[config.mk]
export PLATFORM = sky130hd
export DESIGN_NAME = disp_bias_seq
export DESIGN_NICKNAME = d
export VERILOG_FILES = /design/src/rtl/disp_seq_pkg.sv /design/src/rtl/dseq_rst_sync.sv /design/src/rtl/dseq_dly_cnt.sv /design/src/rtl/dseq_panel_rst.sv /design/src/rtl/dseq_fsm.sv /design/src/rtl/disp_bias_seq.sv
export SDC_FILE = /design/constraint.sdc
export NUM_CORES = 1
export LEC_CHECK = 0
export CORE_UTILIZATION = 45
export CTS_CLUSTER_SIZE = 10
export DETAILED_ROUTE_END_ITERATION = 7
export PLACE_DENSITY = 0.89
export SLEW_MARGIN = 10
export SYNTH_ARGS = -nofsm -noshare
export SYNTH_HDL_FRONTEND = slang
export SYNTH_SLANG_ARGS = --single-unit
[constraint.sdc]
create_clock -name clk -period 2 [get_ports clk]
set_input_delay 0.6 -clock clk [delete_from_list [all_inputs] [get_ports clk]]
set_output_delay 0.6 -clock clk [all_outputs]
set_load 0.05 [all_outputs]
[src/rtl/disp_seq_pkg.sv]
package disp_seq_pkg;

  // The order of the states matters: each output is on from its step onwards
  typedef enum logic [3:0] {
    SQ_OFF   = 4'd0,
    SQ_WAIT1 = 4'd1,
    SQ_LOGIC = 4'd2,
    SQ_TRST  = 4'd3,
    SQ_WAIT2 = 4'd4,
    SQ_WAIT3 = 4'd5,
    SQ_NEGW  = 4'd6,
    SQ_POSW  = 4'd7,
    SQ_WAIT4 = 4'd8,
    SQ_RUN   = 4'd9
  } seq_st_e;

endpackage

[src/rtl/dseq_rst_sync.sv]
module dseq_rst_sync #(
  parameter int STAGES = 2
) (
  input  logic clk,
  input  logic rst_n,
  output logic rst_sync_n
);
  logic [STAGES-1:0] sync_q;

  always_ff @(posedge clk or negedge rst_n) begin
    if (!rst_n) sync_q <= '0;
    else        sync_q <= {sync_q[STAGES-2:0], 1'b1};
  end

  assign rst_sync_n = sync_q[STAGES-1];
endmodule

[src/rtl/dseq_dly_cnt.sv]
module dseq_dly_cnt #(
  parameter int W = 16
) (
  input  logic         clk,
  input  logic         rst_n,
  input  logic         ld,
  input  logic [W-1:0] ld_val,
  output logic         zero
);
  logic [W-1:0] cnt_q, cnt_d;
  logic         cnt_ce;

  assign zero   = (cnt_q == '0);
  assign cnt_ce = ld | ~zero;

  always_comb begin
    if (ld) cnt_d = ld_val;
    else    cnt_d = cnt_q - W'(1);
  end

  always_ff @(posedge clk or negedge rst_n) begin
    if (!rst_n)      cnt_q <= '0;
    else if (cnt_ce) cnt_q <= cnt_d;
  end

  // Once expired and not reloaded, the counter must not wrap around
  AST_CNT_HOLD_ZERO: assert property (@(posedge clk) disable iff (!rst_n)
    (zero && !ld) |=> zero);
endmodule

[src/rtl/dseq_panel_rst.sv]
module dseq_panel_rst #(
  parameter int W = 16
) (
  input  logic         clk,
  input  logic         rst_n,
  input  logic         det_ok,
  input  logic [W-1:0] dly,
  output logic         prst_n
);
  logic armed_q, prst_q, prst_d, cnt_zero, cnt_ld;

  // Keep the counter loaded while idle, so it holds the delay on the arming edge
  assign cnt_ld = ~armed_q;
  assign prst_d = det_ok & armed_q & (prst_q | cnt_zero);

  dseq_dly_cnt #(.W(W)) u_cnt (
    .clk    (clk),
    .rst_n  (rst_n),
    .ld     (cnt_ld),
    .ld_val (dly),
    .zero   (cnt_zero)
  );

  always_ff @(posedge clk or negedge rst_n) begin
    if (!rst_n) begin
      armed_q <= 1'b0;
      prst_q  <= 1'b0;
    end else begin
      armed_q <= det_ok;
      prst_q  <= prst_d;
    end
  end

  assign prst_n = prst_q;

  AST_PRST_DROP: assert property (@(posedge clk) disable iff (!rst_n)
    !det_ok |=> !prst_n);
  AST_PRST_NEEDS_ARM: assert property (@(posedge clk) disable iff (!rst_n)
    $rose(prst_n) |-> $past(armed_q) && $past(det_ok));
endmodule

[src/rtl/dseq_fsm.sv]
module dseq_fsm
  import disp_seq_pkg::*;
#(
  parameter int W = 16
) (
  input  logic         clk,
  input  logic         rst_n,
  input  logic         uv_ok,
  input  logic         logic_done,
  input  logic         neg_done,
  input  logic         pos_done,
  input  logic [W-1:0] dly1,
  input  logic [W-1:0] trst,
  input  logic [W-1:0] dly2,
  input  logic [W-1:0] dly3,
  input  logic [W-1:0] dly4,
  output logic         logic_on,
  output logic         tcon_rel,
  output logic         src_on,
  output logic         neg_on,
  output logic         pos_on,
  output logic         seq_done
);
  seq_st_e      st_q, st_d;
  logic         cnt_ld, cnt_zero;
  logic [W-1:0] cnt_val;

  // One counter serves every timed step, since the steps never overlap
  dseq_dly_cnt #(.W(W)) u_cnt (
    .clk    (clk),
    .rst_n  (rst_n),
    .ld     (cnt_ld),
    .ld_val (cnt_val),
    .zero   (cnt_zero)
  );

  always_comb begin
    st_d    = st_q;
    cnt_ld  = 1'b0;
    cnt_val = '0;
    unique case (st_q)
      SQ_OFF:   if (uv_ok)      begin st_d = SQ_WAIT1; cnt_ld = 1'b1; cnt_val = dly1; end
      SQ_WAIT1: if (cnt_zero)   st_d = SQ_LOGIC;
      SQ_LOGIC: if (logic_done) begin st_d = SQ_TRST;  cnt_ld = 1'b1; cnt_val = trst; end
      SQ_TRST:  if (cnt_zero)   begin st_d = SQ_WAIT2; cnt_ld = 1'b1; cnt_val = dly2; end
      SQ_WAIT2: if (cnt_zero)   begin st_d = SQ_WAIT3; cnt_ld = 1'b1; cnt_val = dly3; end
      SQ_WAIT3: if (cnt_zero)   st_d = SQ_NEGW;
      SQ_NEGW:  if (neg_done)   st_d = SQ_POSW;
      SQ_POSW:  if (pos_done)   begin st_d = SQ_WAIT4; cnt_ld = 1'b1; cnt_val = dly4; end
      SQ_WAIT4: if (cnt_zero)   st_d = SQ_RUN;
      SQ_RUN:   st_d = SQ_RUN;
      default:  st_d = SQ_OFF;
    endcase
    // Loss of supply overrides every step
    if (!uv_ok) begin
      st_d   = SQ_OFF;
      cnt_ld = 1'b0;
    end
  end

  always_ff @(posedge clk or negedge rst_n) begin
    if (!rst_n) st_q <= SQ_OFF;
    else        st_q <= st_d;
  end

  assign logic_on = (st_q >= SQ_LOGIC);
  assign tcon_rel = (st_q >= SQ_WAIT2);
  assign src_on   = (st_q >= SQ_WAIT3);
  assign neg_on   = (st_q >= SQ_NEGW);
  assign pos_on   = (st_q >= SQ_POSW);
  assign seq_done = (st_q == SQ_RUN);

  AST_TCON_AFTER_LOGIC: assert property (@(posedge clk) disable iff (!rst_n)
    $rose(tcon_rel) |-> $past(logic_on));
  AST_SRC_AFTER_TCON: assert property (@(posedge clk) disable iff (!rst_n)
    $rose(src_on) |-> $past(tcon_rel));
  AST_NEG_AFTER_SRC: assert property (@(posedge clk) disable iff (!rst_n)
    $rose(neg_on) |-> $past(src_on));
  AST_POS_ON_NEG_DONE: assert property (@(posedge clk) disable iff (!rst_n)
    $rose(pos_on) |-> $past(neg_done) && $past(neg_on));
  AST_NO_EARLY_DROP: assert property (@(posedge clk) disable iff (!rst_n)
    (uv_ok && logic_on) |=> logic_on);
endmodule

[src/rtl/disp_bias_seq.sv]
module disp_bias_seq #(
  parameter int DLY_W = 16
) (
  input  logic             clk,
  input  logic             rst_n,
  input  logic             vin_uv_ok,
  input  logic             vin_det_ok,
  input  logic             logic_done,
  input  logic             src_done,
  input  logic             neg_done,
  input  logic             pos_done,
  input  logic             flk_in,
  input  logic             led_en_pin,
  input  logic [DLY_W-1:0] cfg_dly1,
  input  logic [DLY_W-1:0] cfg_trst,
  input  logic [DLY_W-1:0] cfg_dly2,
  input  logic [DLY_W-1:0] cfg_dly3,
  input  logic [DLY_W-1:0] cfg_dly4,
  input  logic [DLY_W-1:0] cfg_dly6,
  output logic             logic_en,
  output logic             tcon_rst_n,
  output logic             src_en,
  output logic             neg_en,
  output logic             pos_en,
  output logic             gshape_out,
  output logic             panel_rst_n,
  output logic             led_drv_en
);
  logic rst_i_n, seq_done;

  dseq_rst_sync #(.STAGES(2)) u_rst (
    .clk        (clk),
    .rst_n      (rst_n),
    .rst_sync_n (rst_i_n)
  );

  dseq_fsm #(.W(DLY_W)) u_fsm (
    .clk        (clk),
    .rst_n      (rst_i_n),
    .uv_ok      (vin_uv_ok),
    .logic_done (logic_done),
    .neg_done   (neg_done),
    .pos_done   (pos_done),
    .dly1       (cfg_dly1),
    .trst       (cfg_trst),
    .dly2       (cfg_dly2),
    .dly3       (cfg_dly3),
    .dly4       (cfg_dly4),
    .logic_on   (logic_en),
    .tcon_rel   (tcon_rst_n),
    .src_on     (src_en),
    .neg_on     (neg_en),
    .pos_on     (pos_en),
    .seq_done   (seq_done)
  );

  dseq_panel_rst #(.W(DLY_W)) u_prst (
    .clk    (clk),
    .rst_n  (rst_i_n),
    .det_ok (vin_det_ok),
    .dly    (cfg_dly6),
    .prst_n (panel_rst_n)
  );

  assign gshape_out = seq_done & flk_in;
  assign led_drv_en = seq_done & src_done & led_en_pin;

  AST_UV_SHUTDOWN: assert property (@(posedge clk) disable iff (!rst_i_n)
    !vin_uv_ok |=> !logic_en && !tcon_rst_n && !src_en && !neg_en && !pos_en
                   && !gshape_out && !led_drv_en);
  AST_SHAPE_NEEDS_POS: assert property (@(posedge clk) disable iff (!rst_i_n)
    gshape_out |-> pos_en && neg_en);
  AST_LED_NEEDS_SEQ: assert property (@(posedge clk) disable iff (!rst_i_n)
    led_drv_en |-> pos_en && led_en_pin && src_done);
  AST_RESET_QUIET: assert property (@(posedge clk)
    !rst_i_n |-> !logic_en && !src_en && !panel_rst_n && !led_drv_en);
endmodule

==> reports/metrics.yaml <==
global_route:
  grt_max_degree: 39
  overflow: 0
  first_global_vias: 3378
  antenna_found_initial: 0
  grt_pass1_wl_mm: 15.6
  track_usage: 0.276
worst_setup_path:
  reg2reg_slack_ns: 0.01
  cp-end-kind: "output port"
  worstPathMaxFanout: 1
  worstPathArrival_ns: 1.42
  critPathBufInv: 2
  required_ns: 1.40
  cpPeakStageDelay_ns: 0.46
  critPathSlowestCell: "clkdlybuf4s50_1"
  startpoint_type: "primary input"
  path_cells: "clkdlybuf4s50_1 > and4_4 > buf_12"
  path_class: "in -> out"
  crit_family: "buffers and inverters"
place:
  place.gp.congestion: 0.910
  placedCellCount: 551
  placed_area_um2: 4440
  dp_hpwl_mm: 7.24
  preCtsSetupSlack_ns: -0.321
  io_buffer_count: 113
synthesis:
  synth-seq-cells: 40
  yosys_warnings: 0
  async_flop_share: 1.00
  synth-edff-count: 0
  synth_nets: 457
  synth_top_cells_by_area: "dfrtp_1, a222oi_1, nand2_1, a22oi_1, o21ai_0"
  synthMostInstantiatedCell: "dfrtp_1"
  synth_top_cell_area_share: 0.340
  synth_top_cell_by_area: "dfrtp_1"
  synthCells: 347
  syn_area_per_cell_um2: 8.50
  syn_area_um2: 2950
  synth_flop_cell: "dfrtp_1"
  yosys-top-cells-count: "dfrtp_1, nand2_1, o21ai_0, nor2_1, a22oi_1"
  yosysSeqAreaShare: 0.340
  ys_types: 59
timing:
  fin_crit_sh: 1.01
  min_period_ns: 2.02
  final_max_slew_viol_count: 0
  setup_slack_ns: -0.0238
  hold_violations: 0
  slew-limit-headroom: 0.592
  skew_ns: 0.00592
  fmax_mhz: 494
  worst_slew_pin_slew_ns: 0.612
  rsz0062_at_grt: "yes"
  finalSetupViolCount: 2
drt:
  wl_met1_mm: 3.88
  vias: 3523
  drt_wl_total_mm: 10.2
  wl_per_cell_um: 17.7
  drtAntennaViolNets: 0
  drtIter0Drc: 348
  viasPerCell: 6.14
  wl_met3_um: 976
  dr.pass1.iters: 8
  route.detailed.drc: 0
  highest_layer: "met4"
  wl_met2_mm: 5.06
die:
  core-area_um2: 6350
  start_util: 0.464
  dieHeight_um: 82.9
  die_area_um2: 6880
  num_rows: 29
  ioPinCount: 114
  die_w_um: 82.9
clocking:
  cts_tree: "done"
  clockBufferDepth: 2
  worstSkewPairLatency_ns: 0.29
  htreeDepth: 2
  cts_hold_buf: 0
  clock_sinks: 40
  cts_buffers: 5
  cts-root-buf: "clkbuf_8"
  clk_pin_slew_ns: 0.08
outcome:
  outcome: "finished, violations left"
  violations: "negative setup slack"
power_and_ir_drop:
  cellLeakagePower_nw: 1.98
  peakVddDrop_mv: 0.372
  power_mw: 2.91
  power_density_nw_per_um2: 612
layout:
  area_delta_synth_final_pct: 61.5
  drive_gt1_frac: 0.213
  final_net_count: 606
  final_cells: 574
  n_antenna_cell: 0
  stdcell_area_um2: 4760
worst_hold_path:
  holdCritPathClass: "reg -> async"
job:
  drv_cap: 0
## worst paths after layout
path,start,to,cells past startpoint
worst max-delay path,led_en_pin,led_drv_en,3
worst max register to register,u_fsm.st_q[1]$_DFFE_PN0P_,u_fsm.u_cnt.cnt_q[0]$_DFFE_PN0P_,6
worst min register to register,u_rst.sync_q[1]$_DFF_PN0_,u_prst.u_cnt.cnt_q[9]$_DFFE_PN0P_,1
min in group clk,u_rst.sync_q[0]$_DFF_PN0_,u_rst.sync_q[1]$_DFF_PN0_,0
worst min-delay path,u_rst.sync_q[1]$_DFF_PN0_,u_prst.u_cnt.cnt_q[9]$_DFFE_PN0P_,1
max in group asynchronous,u_rst.sync_q[1]$_DFF_PN0_,u_fsm.st_q[1]$_DFFE_PN0P_,1
## what timing repair did
action / in CTS / in global routing
setup buffers: 6 / 9
setup endpoints to repair: 7 / 23
pin swaps: 0 / 13
gates resized for setup: 5 / 28
## area by class of cell
class | instances | area [µm²]
inverter | 17 | 66.3
clock inverter | 2 | 10.0
timing repair buffer | 166 | 1640
clock buffer | 6 | 82.6
fill | 397 | 1590
sequential | 40 | 1010
multi-input combinational | 266 | 1860
tap | 77 | 96.3
## through the flow
stage | hold WS, ns | utilization | TNS, ns
3_3_place_gp | 0.311 | 0.700 | -2.85
5_1_grt | 0.383 | 0.750 | -0.378
3_5_place_dp | 0.311 | 0.700 | -3.64
2_1_floorplan | 0.304 | - | 0
4_1_cts | 0.315 | 0.723 | -0.0223
6_report | 0.298 | 0.750 | -0.0368
## cells by family (layout without fill, tap and decap cells)
kind of cell    Yosys count  count (layout)  share of synthesized area
xor+xnor                 22              22                     0.0654
other cells               1               1                    0.00127
mux                       4               4                     0.0144
fa+ha+maj                 4               4                     0.0170
flops                    40              40                      0.340
compound gates          114             114                      0.281
buf+inv                  41             191                     0.0598
simple gates            121             121                      0.222
## cell usage in the layout, fill, tap and decap left out, drive strengths merged, types with 3 or more instances in the layout
| cell type | Yosys | routed |
|---|---|---|
| ha | 4 | 4 |
| and2 | 3 | 3 |
| a21oi | 16 | 16 |
| nor2b | 5 | 5 |
| o22ai | 6 | 6 |
| dfrtp | 40 | 40 |
| nor3b | 4 | 4 |
| clkdlybuf4s50 | 0 | 101 |
| nand3 | 9 | 9 |
| inv | 16 | 17 |
| nand2 | 40 | 40 |
| dlymetal6s2s | 0 | 4 |
| a22oi | 19 | 19 |
| a222oi | 16 | 16 |
| nor3 | 6 | 6 |
| nor2 | 27 | 27 |
| nor4 | 6 | 6 |
| xor2 | 13 | 13 |
| o21ai | 28 | 28 |
| buf | 13 | 61 |
| a221oi | 7 | 7 |
| xnor2 | 9 | 9 |
| clkbuf | 11 | 6 |
| or3 | 3 | 3 |
| nand4 | 5 | 5 |
## layer usage
layer | GRT usage | vias up
met5 | 0 | -
met4 | 0.0956 | 0
met3 | 0.0686 | 26
met2 | 0.482 | 232
met1 | 0.330 | 1660
li1 | - | 1605
## power breakdown
group | internal [mW] | leakage [nW] | switching, mW
sequential | 0.973 | 0.474 | 0.230
clock | 0.276 | 0.0510 | 0.292
combinational | 0.632 | 1.46 | 0.512
total | 1.88 | 1.98 | 1.03
## flip-flops by register name, summed over array words and instances (netlist names)
register / flops
u_fsm.u_cnt.cnt_q: 16
u_prst.u_cnt.cnt_q: 16
u_fsm.st_q: 4
u_rst.sync_q: 2
u_prst.armed_q: 1
u_prst.prst_n: 1
No activity file was read; power rests on OpenSTA's default activity.
